[src/rtl/dragon_pkg.sv]
package dragon_pkg;
  typedef enum logic [1:0] {
    ST_EXCL = 2'd0,
    ST_SCLN = 2'd1,
    ST_SMOD = 2'd2,
    ST_MOD  = 2'd3
  } line_st_t;

  typedef enum logic [1:0] {
    SN_NONE  = 2'd0,
    SN_RD    = 2'd1,
    SN_UPD   = 2'd2,
    SN_FLUSH = 2'd3
  } snp_cmd_t;
endpackage

[src/rtl/dragon_tag_store.sv]
module dragon_tag_store
  import dragon_pkg::*;
#(
  parameter int SETS  = 8,
  parameter int TAG_W = 13,
  localparam int IDX_W = $clog2(SETS)
) (
  input  logic             clk_i,
  input  logic             rst_ni,
  input  logic [IDX_W-1:0] c_idx_i,
  output logic             c_valid_o,
  output logic [TAG_W-1:0] c_tag_o,
  output line_st_t         c_st_o,
  input  logic [IDX_W-1:0] s_idx_i,
  output logic             s_valid_o,
  output logic [TAG_W-1:0] s_tag_o,
  output line_st_t         s_st_o,
  input  logic             a_wr_i,
  input  logic [TAG_W-1:0] a_tag_i,
  input  line_st_t         a_st_i,
  input  logic             b_wr_i,
  input  line_st_t         b_st_i
);
  logic [SETS-1:0]  valid_q;
  logic [TAG_W-1:0] tag_q [SETS];
  line_st_t         st_q  [SETS];

  assign c_valid_o = valid_q[c_idx_i];
  assign c_tag_o   = tag_q[c_idx_i];
  assign c_st_o    = st_q[c_idx_i];
  assign s_valid_o = valid_q[s_idx_i];
  assign s_tag_o   = tag_q[s_idx_i];
  assign s_st_o    = st_q[s_idx_i];

  always_ff @(posedge clk_i or negedge rst_ni) begin
    if (!rst_ni) begin
      valid_q <= '0;
      for (int i = 0; i < SETS; i++) begin
        tag_q[i] <= '0;
        st_q[i]  <= ST_EXCL;
      end
    end else begin
      if (b_wr_i) st_q[s_idx_i] <= b_st_i;
      // processor write wins; it already folds in the snoop result
      if (a_wr_i) begin
        valid_q[c_idx_i] <= 1'b1;
        tag_q[c_idx_i]   <= a_tag_i;
        st_q[c_idx_i]    <= a_st_i;
      end
    end
  end
endmodule

[src/rtl/dragon_snoop_ctl.sv]
module dragon_snoop_ctl
  import dragon_pkg::*;
(
  input  snp_cmd_t cmd_i,
  input  logic     hit_i,
  input  line_st_t st_i,
  output line_st_t nxt_st_o,
  output logic     wr_o,
  output logic     copies_o,
  output logic     flush_o,
  output logic     dupd_o
);
  always_comb begin
    nxt_st_o = st_i;
    wr_o     = 1'b0;
    copies_o = 1'b0;
    flush_o  = 1'b0;
    dupd_o   = 1'b0;
    if (hit_i) begin
      unique case (cmd_i)
        SN_RD: begin
          copies_o = 1'b1;
          wr_o     = 1'b1;
          flush_o  = (st_i == ST_MOD) || (st_i == ST_SMOD);
          if (st_i == ST_EXCL)     nxt_st_o = ST_SCLN;
          else if (st_i == ST_MOD) nxt_st_o = ST_SMOD;
        end
        SN_UPD: begin
          copies_o = 1'b1;
          dupd_o   = 1'b1;
          wr_o     = 1'b1;
          if (st_i == ST_SMOD) nxt_st_o = ST_SCLN;
        end
        default: ;
      endcase
    end
  end
endmodule

[src/rtl/dragon_cpu_ctl.sv]
module dragon_cpu_ctl
  import dragon_pkg::*;
(
  input  logic     req_i,
  input  logic     we_i,
  input  logic     hit_i,
  input  line_st_t st_i,
  input  logic     vic_valid_i,
  input  logic     copies_i,
  output line_st_t nxt_st_o,
  output logic     wr_o,
  output logic     rd_o,
  output logic     upd_o,
  output logic     wb_o
);
  always_comb begin
    nxt_st_o = st_i;
    wr_o     = 1'b0;
    rd_o     = 1'b0;
    upd_o    = 1'b0;
    wb_o     = 1'b0;
    if (req_i) begin
      wr_o = 1'b1;
      if (hit_i) begin
        if (we_i) begin
          if (st_i == ST_SCLN || st_i == ST_SMOD) begin
            upd_o    = 1'b1;
            nxt_st_o = copies_i ? ST_SMOD : ST_MOD;
          end else begin
            nxt_st_o = ST_MOD;
          end
        end
      end else begin
        rd_o = 1'b1;
        wb_o = vic_valid_i && (st_i == ST_MOD || st_i == ST_SMOD);
        if (we_i) begin
          upd_o    = copies_i;
          nxt_st_o = copies_i ? ST_SMOD : ST_MOD;
        end else begin
          nxt_st_o = copies_i ? ST_SCLN : ST_EXCL;
        end
      end
    end
  end
endmodule

[src/rtl/dragon_coherence_ctl.sv]
module dragon_coherence_ctl
  import dragon_pkg::*;
#(
  parameter int ADDR_W = 16,
  parameter int SETS   = 8
) (
  input  logic              clk_i,
  input  logic              rst_ni,
  input  logic              cpu_req_i,
  input  logic              cpu_we_i,
  input  logic [ADDR_W-1:0] cpu_addr_i,
  input  logic [1:0]        snp_cmd_i,
  input  logic [ADDR_W-1:0] snp_addr_i,
  input  logic              copies_i,
  output logic              copies_o,
  output logic              cpu_done_o,
  output logic              cpu_hit_o,
  output logic [1:0]        cpu_state_o,
  output logic              bus_rd_o,
  output logic              bus_upd_o,
  output logic [ADDR_W-1:0] req_addr_o,
  output logic              wb_o,
  output logic [ADDR_W-1:0] victim_addr_o,
  output logic              flush_o,
  output logic [ADDR_W-1:0] flush_addr_o,
  output logic              data_upd_o
);
  localparam int IDX_W = $clog2(SETS);
  localparam int TAG_W = ADDR_W - IDX_W;

  logic [IDX_W-1:0] c_idx, s_idx;
  logic [TAG_W-1:0] c_tag_in, s_tag_in, c_tag, s_tag;
  logic             c_valid, s_valid;
  line_st_t         c_st_raw, s_st, snp_nxt, cpu_nxt, c_st;
  logic             snp_hit, s_wr, s_copies, s_flush, s_dupd;
  logic             c_hit, c_wr, c_rd, c_upd, c_wb;
  snp_cmd_t         snp_cmd;

  assign c_idx    = cpu_addr_i[IDX_W-1:0];
  assign c_tag_in = cpu_addr_i[ADDR_W-1:IDX_W];
  assign s_idx    = snp_addr_i[IDX_W-1:0];
  assign s_tag_in = snp_addr_i[ADDR_W-1:IDX_W];
  assign snp_cmd  = snp_cmd_t'(snp_cmd_i);

  dragon_tag_store #(.SETS(SETS), .TAG_W(TAG_W)) i_tags (
    .clk_i    (clk_i),
    .rst_ni   (rst_ni),
    .c_idx_i  (c_idx),
    .c_valid_o(c_valid),
    .c_tag_o  (c_tag),
    .c_st_o   (c_st_raw),
    .s_idx_i  (s_idx),
    .s_valid_o(s_valid),
    .s_tag_o  (s_tag),
    .s_st_o   (s_st),
    .a_wr_i   (c_wr),
    .a_tag_i  (c_tag_in),
    .a_st_i   (cpu_nxt),
    .b_wr_i   (s_wr),
    .b_st_i   (snp_nxt)
  );

  assign snp_hit = s_valid && (s_tag == s_tag_in);

  dragon_snoop_ctl i_snoop (
    .cmd_i   (snp_cmd),
    .hit_i   (snp_hit),
    .st_i    (s_st),
    .nxt_st_o(snp_nxt),
    .wr_o    (s_wr),
    .copies_o(s_copies),
    .flush_o (s_flush),
    .dupd_o  (s_dupd)
  );

  // snoop result is seen first by a request to the same frame
  assign c_st  = (s_wr && (s_idx == c_idx)) ? snp_nxt : c_st_raw;
  assign c_hit = c_valid && (c_tag == c_tag_in);

  dragon_cpu_ctl i_cpu (
    .req_i      (cpu_req_i),
    .we_i       (cpu_we_i),
    .hit_i      (c_hit),
    .st_i       (c_st),
    .vic_valid_i(c_valid),
    .copies_i   (copies_i),
    .nxt_st_o   (cpu_nxt),
    .wr_o       (c_wr),
    .rd_o       (c_rd),
    .upd_o      (c_upd),
    .wb_o       (c_wb)
  );

  assign copies_o = s_copies;

  always_ff @(posedge clk_i or negedge rst_ni) begin
    if (!rst_ni) begin
      cpu_done_o    <= 1'b0;
      cpu_hit_o     <= 1'b0;
      cpu_state_o   <= '0;
      bus_rd_o      <= 1'b0;
      bus_upd_o     <= 1'b0;
      req_addr_o    <= '0;
      wb_o          <= 1'b0;
      victim_addr_o <= '0;
      flush_o       <= 1'b0;
      flush_addr_o  <= '0;
      data_upd_o    <= 1'b0;
    end else begin
      cpu_done_o    <= cpu_req_i;
      cpu_hit_o     <= cpu_req_i && c_hit;
      cpu_state_o   <= cpu_req_i ? cpu_nxt : '0;
      bus_rd_o      <= c_rd;
      bus_upd_o     <= c_upd;
      req_addr_o    <= cpu_addr_i;
      wb_o          <= c_wb;
      victim_addr_o <= {c_tag, c_idx};
      flush_o       <= s_flush;
      flush_addr_o  <= snp_addr_i;
      data_upd_o    <= s_dupd;
    end
  end
endmodule

[config.mk]
export PLATFORM = sky130hd
export DESIGN_NAME = dragon_coherence_ctl
export DESIGN_NICKNAME = d
export VERILOG_FILES = /design/src/rtl/dragon_pkg.sv /design/src/rtl/dragon_tag_store.sv /design/src/rtl/dragon_snoop_ctl.sv /design/src/rtl/dragon_cpu_ctl.sv /design/src/rtl/dragon_coherence_ctl.sv
export SDC_FILE = /design/constraint.sdc
export NUM_CORES = 1
export LEC_CHECK = 0
export BUFFER_PORTS_ARGS = -buffer_cell sky130_fd_sc_hd__buf_2
export CAP_MARGIN = 20
export CELL_PAD_IN_SITES_DETAIL_PLACEMENT = 0
export CELL_PAD_IN_SITES_GLOBAL_PLACEMENT = 1
export CORE_MARGIN = 1
export CORE_UTILIZATION = 35
export CTS_CLUSTER_DIAMETER = 60
export DETAILED_ROUTE_END_ITERATION = 16
export GPL_ROUTABILITY_DRIVEN = 0
export PLACE_DENSITY_LB_ADDON = 0.1
export SLEW_MARGIN = 40
export SYNTH_ARGS = -nofsm -noshare
export SYNTH_HDL_FRONTEND = slang
export SYNTH_SLANG_ARGS = --single-unit
[constraint.sdc]
create_clock -name clk_i -period 4.1 [get_ports clk_i]
set_input_delay 0.41 -clock clk_i [delete_from_list [all_inputs] [get_ports clk_i]]
set_output_delay 0.41 -clock clk_i [all_outputs]
set_load 0.02 [all_outputs]
# After elaboration in Yosys (flattened, before gate mapping)
# Index checks and enable logic that the tools add are counted.
# word_totals
inputBits	39
out_inout_bits	58
wordCells	120
register_bits	185
# classes
bitwise_logic	3
order_cmp	7
eq_ne	10
muxes	59
n_reduce_logical	13
# op_table
operator	count
bitwise mux 104 bit	1
binary-select mux 13 bit (select 3 bit)	2
two-way mux 13 bit	5
demux 13 bit (select 3 bit)	1
two-way mux 2 bit	17
bitwise mux 16 bit	2
two-way mux 16 bit	2
== test 13 bit	2
two-way mux 1 bit	21
binary-select mux 2 bit (select 3 bit)	2
demux 2 bit (select 3 bit)	2
== test 2 bit, second input constant	5
>= comparator 4 bit, second input constant	2
logical AND 1 bit	8
< comparator 3 x 4 -> 1 bit, second input constant	2
< comparator 4 x 1 -> 1 bit, second input constant	2
NOT 3 -> 4 bit	2
bitwise OR 8 bit	1
binary-select mux 1 bit (select 3 bit)	2
== test 2 x 1 -> 1 bit, second input constant	2
one-hot mux 2 bit (2 select lines)	1
demux 1 bit (select 3 bit)	1
== test 3 bit	1
>= comparator 3 x 1 -> 1 bit, second input constant	1
other kinds (3)	5

# Depth between registers and ports, before layout
# Gate-level depths: netlist (run 1).
# depth
ltp_word	18
depth_mapped	17
mapped_depth_nobuf	14

# Hierarchy
# From an unflattened synthesis (run 1), not the netlist that was laid out.
# hier_totals
hier_cells	571
area_unflattened_um2	9071.2
# by_module_without_submodules
module	seq_area_each_um2	cells_per_inst	area_each_um2	instances
dragon_tag_store	3203.1	436	7099.3	1
dragon_coherence_ctl	1351.3	106	1757.9	1
dragon_cpu_ctl	0.0	16	112.6	1
dragon_snoop_ctl	0.0	13	101.3	1

# Least setup slack after synthesis (run 1)
# Ideal clock, no wire load.
# synth_timing
path_type	input to register
startpoint	input port snp_addr_i[0]
endpoint	register i_tags.st_q[14] (netlist bit)
setup_time_ps	80
t_required_ps	4020
path_stages	14
slack_ps	-319
path_buffers	1
t_arrival_ps	4339
path_cell_list	buf_6 > mux4_1 > mux2i_1 > xor2_1 > or3b_1 > or4b_4 > nor4_4 > mux2_4 > ha_1 > inv_1 > or4_1 > a2bb2oi_1 > o211ai_4 > mux2i_1
# synth_via
elab_chain_len	18
elab_cells_between_ends	39
cone_classes	order compare (2); eq/ne (6); mux (25); bitwise (1); reduce/logical (5)
# synth_rtl
item	line	rtl
from (decl)	dragon_coherence_ctl.sv:13	input logic [ADDR_W-1:0] snp_addr_i,
NOT 3 -> 4 bit (not written as such)	dragon_tag_store.sv:32, dragon_tag_store.sv:33, dragon_tag_store.sv:43	
binary-select mux 2 bit (select 3 bit)	dragon_tag_store.sv:33	assign s_st_o = st_q[s_idx_i];
two-way mux 2 bit (not written as such) (2 in a row)	dragon_tag_store.sv:33	
== test 2 bit	dragon_snoop_ctl.sv:26	else if (st_i == ST_MOD) nxt_st_o = ST_SMOD;
two-way mux 2 bit	dragon_snoop_ctl.sv:26	
two-way mux 2 bit	dragon_snoop_ctl.sv:25	if (st_i == ST_EXCL) nxt_st_o = ST_SCLN;
one-hot mux 2 bit (2 select lines)	dragon_snoop_ctl.sv:20	unique case (cmd_i)
two-way mux 2 bit	dragon_snoop_ctl.sv:19	if (hit_i) begin
two-way mux 2 bit	dragon_coherence_ctl.sv:77	assign c_st = (s_wr && (s_idx == c_idx)) ? snp_nxt : c_st_raw;
== test 2 x 1 -> 1 bit / == test 2 bit (equally long branches)	dragon_cpu_ctl.sv:26	if (st_i == ST_SCLN || st_i == ST_SMOD) begin
logical OR 1 bit	dragon_cpu_ctl.sv:26	
two-way mux 2 bit	dragon_cpu_ctl.sv:26	
two-way mux 2 bit	dragon_cpu_ctl.sv:25	if (we_i) begin
two-way mux 2 bit	dragon_cpu_ctl.sv:24	if (hit_i) begin
two-way mux 2 bit	dragon_cpu_ctl.sv:22	if (req_i) begin
bitwise mux 16 bit	dragon_tag_store.sv:48	st_q[c_idx_i] <= a_st_i;
two-way mux 16 bit *	dragon_tag_store.sv:45	if (a_wr_i) begin
to (signal, indexed assignment)	dragon_tag_store.sv:43	if (b_wr_i) st_q[s_idx_i] <= b_st_i;
to (signal, indexed assignment)	dragon_tag_store.sv:48	
to (decl)	dragon_tag_store.sv:26	line_st_t st_q [SETS];
# Every way passes the cells marked *; elsewhere a longest branch is shown, timed or not. The select of a mux whose other input is x is not followed.
# A chain may end at the register's enable or synchronous reset.

# Worst setup path after layout (run 1)
# layout_timing
startpoint	register i_tags.tag_q[27] (netlist bit)
endpoint	register i_tags.st_q[8] (netlist bit)
# layout_via
elab_chain_len	16
elab_cells_between_ends	25
cone_classes	eq/ne (4); mux (17); reduce/logical (4)
# layout_rtl
item	line	rtl
from (decl)	dragon_tag_store.sv:25	logic [TAG_W-1:0] tag_q [SETS];
from (signal, indexed assignment)	dragon_tag_store.sv:47	tag_q[c_idx_i] <= a_tag_i;
binary-select mux 13 bit (select 3 bit)	dragon_tag_store.sv:32	assign s_tag_o = tag_q[s_idx_i];
two-way mux 13 bit (not written as such) (2 in a row)	dragon_tag_store.sv:32	
== test 13 bit	dragon_coherence_ctl.sv:63	assign snp_hit = s_valid && (s_tag == s_tag_in);
logical AND 1 bit	dragon_coherence_ctl.sv:63	
two-way mux 1 bit	dragon_snoop_ctl.sv:19	
logical AND 1 bit	dragon_coherence_ctl.sv:77	
two-way mux 2 bit	dragon_coherence_ctl.sv:77	
== test 2 x 1 -> 1 bit / == test 2 bit (equally long branches)	dragon_cpu_ctl.sv:26	
logical OR 1 bit	dragon_cpu_ctl.sv:26	
two-way mux 2 bit	dragon_cpu_ctl.sv:26	
two-way mux 2 bit	dragon_cpu_ctl.sv:25	
two-way mux 2 bit	dragon_cpu_ctl.sv:24	
two-way mux 2 bit	dragon_cpu_ctl.sv:22	
bitwise mux 16 bit	dragon_tag_store.sv:48	
two-way mux 16 bit *	dragon_tag_store.sv:45	
# Marked as above.

==> parameters.txt, run 1 <==
Parameter                              Value

Run status
  Status    finished, violations left
  Failing checks    setup timing

Die
  Std cell rows    59
  Die outline area    26980 um^2
  DIE HEIGHT    164.3 um
  Core footprint    25910 um^2
  Chip Width    164.3 um
  Initial standard-cell utilization of the core    0.3556
  Number of top-level pins    97

Drt
  Via total after detailed routing    6367
  Detailed-route wire length    27.89 mm
  Post-DR vias/cell    5.324
  Final routed wire length divided by cell count    23.32 um
  Drt first-iter violations    386
  Number of search-and-repair iterations in the first detailed-routing pass    4
  Antenna viol nets, final    0
  Drc violations    0

STA
  Top achievable clock speed    0.2415 GHz
  Setup repair after global routing missed its margin    yes
  Final period util    1.010
  Transition at the pin with the smallest max-transition slack    0.6966 ns
  Number of hold-slack violations in the final timing report    0
  Smallest setup slack after layout    -0.04070 ns
  Max-slew violations    0
  Final setup vio count    8
  Tightest slew margin relative to the limit    0.5351
  Layout Skew    0.01534 ns
  Time the worst path needs with I/O delays and setup    4.141 ns

Final layout
  Count of fill cells added during filler insertion    2396
  Total number of nets in the final design    891
  Synthesis-to-finish area growth    21.31%
  Final antenna diode count    0
  Core utilization of the finished layout    0.4314
  Layout cells sized above 1    0.4367

Worst setup path
  Capture point of the worst reg-to-reg path    i_tags.st_q[8]$_DFF_PN0_
  Flop-to-flop setup slack    -0.04 ns
  Cell mode on critical path    sky130_fd_sc_hd__mux2i_1
  Type of element launching the critical path    register
  Crit end category    register
  Crit path to    i_tags.st_q[8]$_DFF_PN0_
  Biggest fanout along the worst timing path    8
  Cell Chain, Critical Path    mux4_2 > mux2i_1 > xor2_1 > or3b_1 > or4b_4 > nor4_4 > mux2_4 > ha_4 > inv_2 > or4_4 > a2bb2oi_4 > o211ai_4 > mux2i_1
  Max stage delay cell, worst path    sky130_fd_sc_hd__or4_4
  Data arrival time of the worst path    4.49 ns
  Category of the critical setup timing path    reg -> reg
  Slowest cell delay on critical path    0.55 ns
  Required time at the endpoint of the critical path    4.45 ns
  Startpoint of the most critical setup path    i_tags.tag_q[27]$_DFFE_PN0P_
  Worst Reg-to-Reg Cells    13
  Launch point of the worst reg-to-reg path    i_tags.tag_q[27]$_DFFE_PN0P_

Global route
  Met3 track utilization from global routing    0.03864
  Via count of the first global-routing pass    6772
  Congestion Overflow GR    0
  Global route hottest layer    met2
  Initial antenna violation count    0
  Largest net degree at the start of global routing    125
  Grt met1 use    0.2986
  M2 GR Usage    0.3533
  Combined global-route utilization of all metal layers    0.2195
  Global-route wire length before repair    42.66 mm

Clock network
  Longest Clk Path Bufs    2
  TritonCTS clock tree    yes
  Clock sink count    182
  Buffer type at the clock tree root    sky130_fd_sc_hd__clkbuf_16
  TritonCTS Buffers    17
  Max H-tree Level    4
  Clk_lat worst skew    0.45 ns
  Clock-pin slew on the worst setup and hold paths    0.08 ns

Pwr
  PnR Total Power    5.381 mW
  Largest voltage drop on the vdd net    0.2283 mV
  P_sw    1.730 mW
  Sequential cell fraction of total power    0.437
  Cell internal power dissipation    3.650 mW
  Cell area power density    481.4 nW/um^2
  Total leakage power    5.065 nW
  Part of the power in the clock network    0.313
  Share of total power consumed by net switching    0.3216
  Combinational cell fraction of total power    0.250

Job
  Maxcap violations    0

Yosys
  Synth warn    0
  Sequential cell area fraction in the yosys report    0.4943
  Synth unique cells    56
  Top area cells in the synthesized netlist    sky130_fd_sc_hd__dfrtp_1, sky130_fd_sc_hd__mux2_2, sky130_fd_sc_hd__mux2i_1
  Net count after synthesis    747
  Portion of synthesized cell area occupied by the leading cell type    0.4943
  Commonest register cell after synthesis    sky130_fd_sc_hd__dfrtp_1
  Post-synth design cell area    9214 um^2
  Largest area contributor in the netlist    sky130_fd_sc_hd__dfrtp_1
  Flops & latches, synth    182
  Instance count of the mapped netlist    704
  Number of enable flip-flop cells after synthesis    0
  Most common cell in the netlist    sky130_fd_sc_hd__dfrtp_1
  Ranking of synthesized cells by instance count    sky130_fd_sc_hd__dfrtp_1, sky130_fd_sc_hd__mux2_2, sky130_fd_sc_hd__mux2i_1
  Share of async-settable or async-resettable flops after synthesis    1.000
  Post-Synthesis Mean Instance Area    13.09 um^2

Min path
  Hold crit path type    in -> reg

Placement
  Estimated wirelength of the detail-placed design    19.70 mm
  Number of port buffers    96
-- worst max-delay path: cells and delay by family, from the launching register on --
family,cells,cell delay (ns)
compound gates,2,0.29
xor+xnor,1,0.19
fa+ha+maj,1,0.28
buf+inv,1,0.03
flops,1,0.39
mux,4,1.18
simple gates,4,1.71
-- layout by cell type (no fill, tap or decap), drive strengths merged, types with 2 or more instances in the layout --
master,n
a21oi,3
a221oi,12
a22o,10
a22oi,11
and2,8
and3,4
buf,176
clkbuf,19
clkinv,6
dfrtp,182
ha,4
inv,23
mux2,127
mux2i,96
mux4,23
nand2,11
nand2b,10
nand3,14
nand3b,2
nand4,5
nor2,15
nor2b,6
nor3,16
nor4,8
o21a,6
o21ai,9
o22ai,10
or2,6
or3,2
or4,2
xnor2,10
xor2,9
-- timing repair --
item | in CTS | in global routing
hold buffers | 1 | 0
hold endpoints to repair | 19 | 0
setup endpoints to repair | 8 | 8
resized for setup | 3 | 0
buffers inserted | 4 | 0
-- stage by stage --
| step | setup TNS, ns | cells | area (um^2) | worst slack [ns] | hold slack [ns] |
|---|---|---|---|---|---|
| 2_1_floorplan | 0 | 704 | 9233 | 0.001335 | 0.1144 |
| 3_3_place_gp | -3.782 | 1159 | 10500 | -0.4571 | 0.4640 |
| 3_5_place_dp | -4.948 | 1159 | 10510 | -0.5988 | 0.4599 |
| 4_1_cts | -0.5748 | 1196 | 11180 | -0.08726 | 0.08911 |
| 5_1_grt | -1.397 | 1196 | 11180 | -0.1982 | 0.08247 |
| 6_report | -0.2031 | 1196 | 11180 | -0.04070 | 0.1017 |
-- registers in the layout, indices dropped and copies added, names as in the netlist, 2 cells and up --
register        cells
cpu_state_o         2
flush_addr_o       16
i_tags.st_q        16
i_tags.tag_q      104
i_tags.valid_q      8
req_addr_o         13
victim_addr_o      16
-- cell type report --
cell class / instances / area, um^2 / area share
multi-input combinational: 453 / 4387 / 0.3925
clock buffer: 18 / 439.2 / 0.03929
timing repair buffer: 178 / 1144 / 0.1023
sequential: 182 / 4554 / 0.4075
clock inverter: 14 / 173.9 / 0.01556
inverter: 16 / 60.06 / 0.005373
tap: 335 / 419.2 / 0.03750
-- kinds of logic (layout without fill, tap and decap cells) --
family	count (synthesis)	in the layout	share of synthesized area
xor+xnor	19	19	0.01806
fa+ha+maj	4	4	0.005432
mux	246	246	0.3178
compound gates	70	70	0.05961
buf+inv	69	226	0.03436
simple gates	114	114	0.07048
flops	182	182	0.4943
-- power groups by stage --
stage | registers, mW | logic, mW | clock network [mW]
6_report | 2.35 | 1.35 | 1.68
5_1_grt | 2.40 | 1.46 | 1.81
4_1_cts | 2.35 | 1.36 | 1.73
3_5_place_dp | 2.38 | 1.33 | 0
3_3_place_gp | 2.38 | 1.30 | 0
2_1_floorplan | 2.37 | 0.836 | 0
-- worst min path at each step --
stage / start / to / slack (ns) / depth (start not counted)
after CTS: snp_addr_i[7] / flush_addr_o[7]$_DFF_PN0_ / 0.09 / 1
after detailed placement: rst_ni / flush_addr_o[12]$_DFF_PN0_ / 0.46 / 1
final: snp_addr_i[6] / flush_addr_o[6]$_DFF_PN0_ / 0.10 / 1
after global placement: i_tags.valid_q[5]$_DFFE_PN0P_ / i_tags.valid_q[5]$_DFFE_PN0P_ / 0.46 / 1
after floorplan: rst_ni / bus_rd_o$_DFF_PN0_ / 0.11 / 0
after global routing: snp_addr_i[15] / flush_addr_o[15]$_DFF_PN0_ / 0.08 / 1
-- metal layers --
layer | part of all wire | up-vias
met5 | 0 | -
met4 | 0.021 | 0
met3 | 0.050 | 39
met2 | 0.48 | 153
met1 | 0.45 | 3287
li1 | - | 2888
(Power assumes the default switching activity.)
==> run 2, diff against run 1 <==
--- a/config.mk
+++ b/config.mk
@@ -5,12 +5,13 @@
 export SDC_FILE = /design/constraint.sdc
 export NUM_CORES = 1
 export LEC_CHECK = 0
+export ABC_AREA = 1
 export BUFFER_PORTS_ARGS = -buffer_cell sky130_fd_sc_hd__buf_2
 export CAP_MARGIN = 20
 export CELL_PAD_IN_SITES_DETAIL_PLACEMENT = 0
 export CELL_PAD_IN_SITES_GLOBAL_PLACEMENT = 1
 export CORE_MARGIN = 1
-export CORE_UTILIZATION = 35
+export CORE_UTILIZATION = 37
 export CTS_CLUSTER_DIAMETER = 60
 export DETAILED_ROUTE_END_ITERATION = 16
 export GPL_ROUTABILITY_DRIVEN = 0
@@ -18,4 +19,5 @@
 export SLEW_MARGIN = 40
 export SYNTH_ARGS = -nofsm -noshare
 export SYNTH_HDL_FRONTEND = slang
+export SYNTH_HIERARCHICAL = 1
 export SYNTH_SLANG_ARGS = --single-unit
==> parameters.txt, run 2 <==
Parameter                              Value

Run status
  Status    finished clean (was finished, violations left)

Worst setup path
  Category of the critical setup timing path    in -> reg (was reg -> reg)
  Slowest cell delay on critical path    0.33 ns (was 0.55 ns)
  Max stage delay cell, worst path    sky130_fd_sc_hd__buf_4 (was sky130_fd_sc_hd__or4_4)
  Required time at the endpoint of the critical path    4.42 ns (was 4.45 ns)
  Data arrival time of the worst path    3.79 ns (was 4.49 ns)
  Cell mode on critical path    sky130_fd_sc_hd__nand2_1 (was sky130_fd_sc_hd__mux2i_1)
  Type of element launching the critical path    input port (was register)
  Crit end category    register (unchanged)
  Biggest fanout along the worst timing path    29 (was 8)

Clock network
  Clock sink count    182 (unchanged)
  TritonCTS Buffers    17 (unchanged)
  Longest Clk Path Bufs    2 (unchanged)
  TritonCTS clock tree    yes (unchanged)
  Max H-tree Level    4 (unchanged)
  Buffers inserted by post-CTS timing repair    0 (was 4)
  Clk_lat worst skew    0.44 ns (was 0.45 ns)
  Buffer type at the clock tree root    sky130_fd_sc_hd__clkbuf_16 (unchanged)
  Resize count post-CTS    0 (was 3)
  Clock-pin slew on the worst setup and hold paths    0.07 ns (was 0.08 ns)

STA
  Smallest setup slack after layout    0.6279 ns (was -0.04070 ns)
  Transition at the pin with the smallest max-transition slack    0.8213 ns (was 0.6966 ns)
  Layout Skew    0.01088 ns (was 0.01534 ns)
  Time the worst path needs with I/O delays and setup    3.472 ns (was 4.141 ns)
  Setup repair after global routing missed its margin    no (was yes)
  Final setup vio count    0 (was 8)
  Max-slew violations    0 (unchanged)
  Final period util    0.8469 (was 1.010)
  Number of hold-slack violations in the final timing report    0 (unchanged)
  Tightest slew margin relative to the limit    0.4506 (was 0.5351)
  Top achievable clock speed    0.2880 GHz (was 0.2415 GHz)
  Sum of negative setup slack    0 ns (was -0.2031 ns)
  Worst hold slack across all endpoints    0.1020 ns (was 0.1017 ns)

Pwr
  Total leakage power    6.548 nW (was 5.065 nW)
  Largest voltage drop on the vdd net    0.2148 mV (was 0.2283 mV)
  Cell area power density    437.3 nW/um^2 (was 481.4 nW/um^2)

Final layout
  Largest register by flop count    i_tags/tag_q (was i_tags.tag_q)
  Final antenna diode count    0 (unchanged)
  Synthesis-to-finish area growth    13.89% (was 21.31%)
  Finished Cell Area    11480 um^2 (was 11180 um^2)
  Layout cells sized above 1    0.1210 (was 0.4367)
  Most common cell after layout, fill and taps aside    sky130_fd_sc_hd__nand2_1 (was sky130_fd_sc_hd__dfrtp_1)
  Number of flip-flops in the largest register    104 (unchanged)
  Total number of nets in the final design    1592 (was 891)
  Most used cells in the layout excluding fill and tap cells    sky130_fd_sc_hd__nand2_1, sky130_fd_sc_hd__inv_1, sky130_fd_sc_hd__dfrtp_1, sky130_fd_sc_hd__nand3_1, sky130_fd_sc_hd__buf_2 (was sky130_fd_sc_hd__dfrtp_1, sky130_fd_sc_hd__mux2_2, sky130_fd_sc_hd__mux2i_1, sky130_fd_sc_hd__buf_2, sky130_fd_sc_hd__buf_4)

Yosys
  Most common cell in the netlist    sky130_fd_sc_hd__nand2_1 (was sky130_fd_sc_hd__dfrtp_1)
  Instance count of the mapped netlist    1479 (was 704)
  Post-synth design cell area    10080 um^2 (was 9214 um^2)
  Ranking of synthesized cells by instance count    sky130_fd_sc_hd__nand2_1, sky130_fd_sc_hd__inv_1, sky130_fd_sc_hd__dfrtp_1 (was sky130_fd_sc_hd__dfrtp_1, sky130_fd_sc_hd__mux2_2, sky130_fd_sc_hd__mux2i_1)
  Share of async-settable or async-resettable flops after synthesis    1.000 (unchanged)
  Post-Synthesis Mean Instance Area    6.815 um^2 (was 13.09 um^2)
  Net count after synthesis    1522 (was 747)
  Flops & latches, synth    182 (unchanged)
  Commonest register cell after synthesis    sky130_fd_sc_hd__dfrtp_1 (unchanged)
  Sequential cell area fraction in the yosys report    0.4518 (was 0.4943)
  Synth unique cells    26 (was 56)
  Portion of synthesized cell area occupied by the leading cell type    0.4518 (was 0.4943)
  Number of enable flip-flop cells after synthesis    0 (unchanged)
  Synth warn    6 (was 0)
  Largest area contributor in the netlist    sky130_fd_sc_hd__dfrtp_1 (unchanged)
  Top area cells in the synthesized netlist    sky130_fd_sc_hd__dfrtp_1, sky130_fd_sc_hd__nand2_1, sky130_fd_sc_hd__inv_1 (was sky130_fd_sc_hd__dfrtp_1, sky130_fd_sc_hd__mux2_2, sky130_fd_sc_hd__mux2i_1)

Drt
  Antenna viol nets, final    0 (unchanged)
  Via total after detailed routing    9021 (was 6367)
  Drt first-iter violations    685 (was 386)
  Post-DR vias/cell    4.740 (was 5.324)
  Final routed wire length divided by cell count    16.98 um (was 23.32 um)
  Drc violations    0 (unchanged)
  Detailed-route wire length    32.32 mm (was 27.89 mm)
  Number of search-and-repair iterations in the first detailed-routing pass    6 (was 4)

Die
  Number of top-level pins    97 (unchanged)
  Die outline area    27910 um^2 (was 26980 um^2)
  Std cell rows    60 (was 59)
  Core footprint    26800 um^2 (was 25910 um^2)
  Chip Width    167.1 um (was 164.3 um)
  Initial standard-cell utilization of the core    0.3761 (was 0.3556)
  DIE HEIGHT    167.1 um (was 164.3 um)

Global route
  Initial antenna violation count    0 (unchanged)
  Via count of the first global-routing pass    8389 (was 6772)
  Largest net degree at the start of global routing    110 (was 125)
  Combined global-route utilization of all metal layers    0.2408 (was 0.2195)
  Congestion Overflow GR    0 (unchanged)
  Global-route wire length before repair    50.63 mm (was 42.66 mm)

Job
  Maxcap violations    0 (unchanged)

Placement
  Estimated wirelength of the detail-placed design    21.73 mm (was 19.70 mm)
  Setup slack after placement    0.1911 ns (was -0.5988 ns)
  Post-detailed-placement cell area    10890 um^2 (was 10510 um^2)
  Number of port buffers    96 (unchanged)

Min path
  Hold crit path type    in -> reg (unchanged)
[run 2: metal layers]
layer  wire [um]  vias up  GRT usage
li1            -     4553          -
met1       16700     4170     0.3708
met2       13540      271     0.3536
met3        1609       27    0.02899
met4         474        0    0.05998
met5           0        -          0
[run 2: kinds of logic (layout without fill, tap and decap cells)]
logic type      Yosys count  in the layout  synth area share
fa+ha+maj                 4              4          0.004965
flops                   182            182            0.4518
xor+xnor                  4              4          0.003476
compound gates          117            117           0.06306
buf+inv                 355            438            0.1470
simple gates            817            817            0.3297
[run 2: power by group]
part	switching [mW]	internal [mW]	total (mW)
Clock	0.821	0.825	1.65
Combinational	0.832	0.370	1.20
Sequential	0.106	2.07	2.17
Total	1.76	3.26	5.02
[run 2: final timing paths]
path	depth (start not counted)	slack [ns]	to	startpoint
setup / recovery	28	0.63	i_tags/st_q[10]$_DFF_PN0_	snp_addr_i[0]
hold reg to reg	2	0.47	i_tags/valid_q[0]$_DFFE_PN0P_	i_tags/valid_q[0]$_DFFE_PN0P_
max in group asynchronous	3	2.75	i_tags/tag_q[62]$_DFFE_PN0P_	rst_ni
setup reg to reg	27	0.67	i_tags/st_q[10]$_DFF_PN0_	i_tags/tag_q[0]$_DFFE_PN0P_
hold / removal	1	0.10	flush_addr_o[14]$_DFF_PN0_	snp_addr_i[14]
min in group asynchronous	2	0.53	req_addr_o[15]$_DFF_PN0_	rst_ni
[run 2: metrics by stage]
stage | utilization | cells | power [mW]
floorplan | - | 1479 | 2.990
global placement | 0.4060 | 1870 | 3.400
detailed placement | 0.4064 | 1870 | 3.410
CTS | 0.4283 | 1903 | 5.083
global route | 0.4283 | 1903 | 5.345
finish | 0.4283 | 1903 | 5.020
[run 2: critical path: cells and delay by family]
| kind | cells | cell delay (ns) |
|---|---|---|
| and+or+nand+nor | 18 | 1.98 |
| buffers and inverters | 7 | 0.86 |
| adders and majority gates | 1 | 0.29 |
| AOI/OAI and AO/OA | 2 | 0.22 |
[run 2: repair_timing]
action                                  in CTS  in global routing
hold endpoints to repair                    60                  0
endpoints found under the setup margin       0                  0
hold buffers                                 1                  0
[run 2: cell type report]
class	count	area, um^2
inverter	285	1070
sequential	182	4554
multi-input combinational	942	4049
clock buffer	18	439.2
clock inverter	14	137.6
tap	341	426.7
timing repair buffer	121	803.3
fill	2896	15320
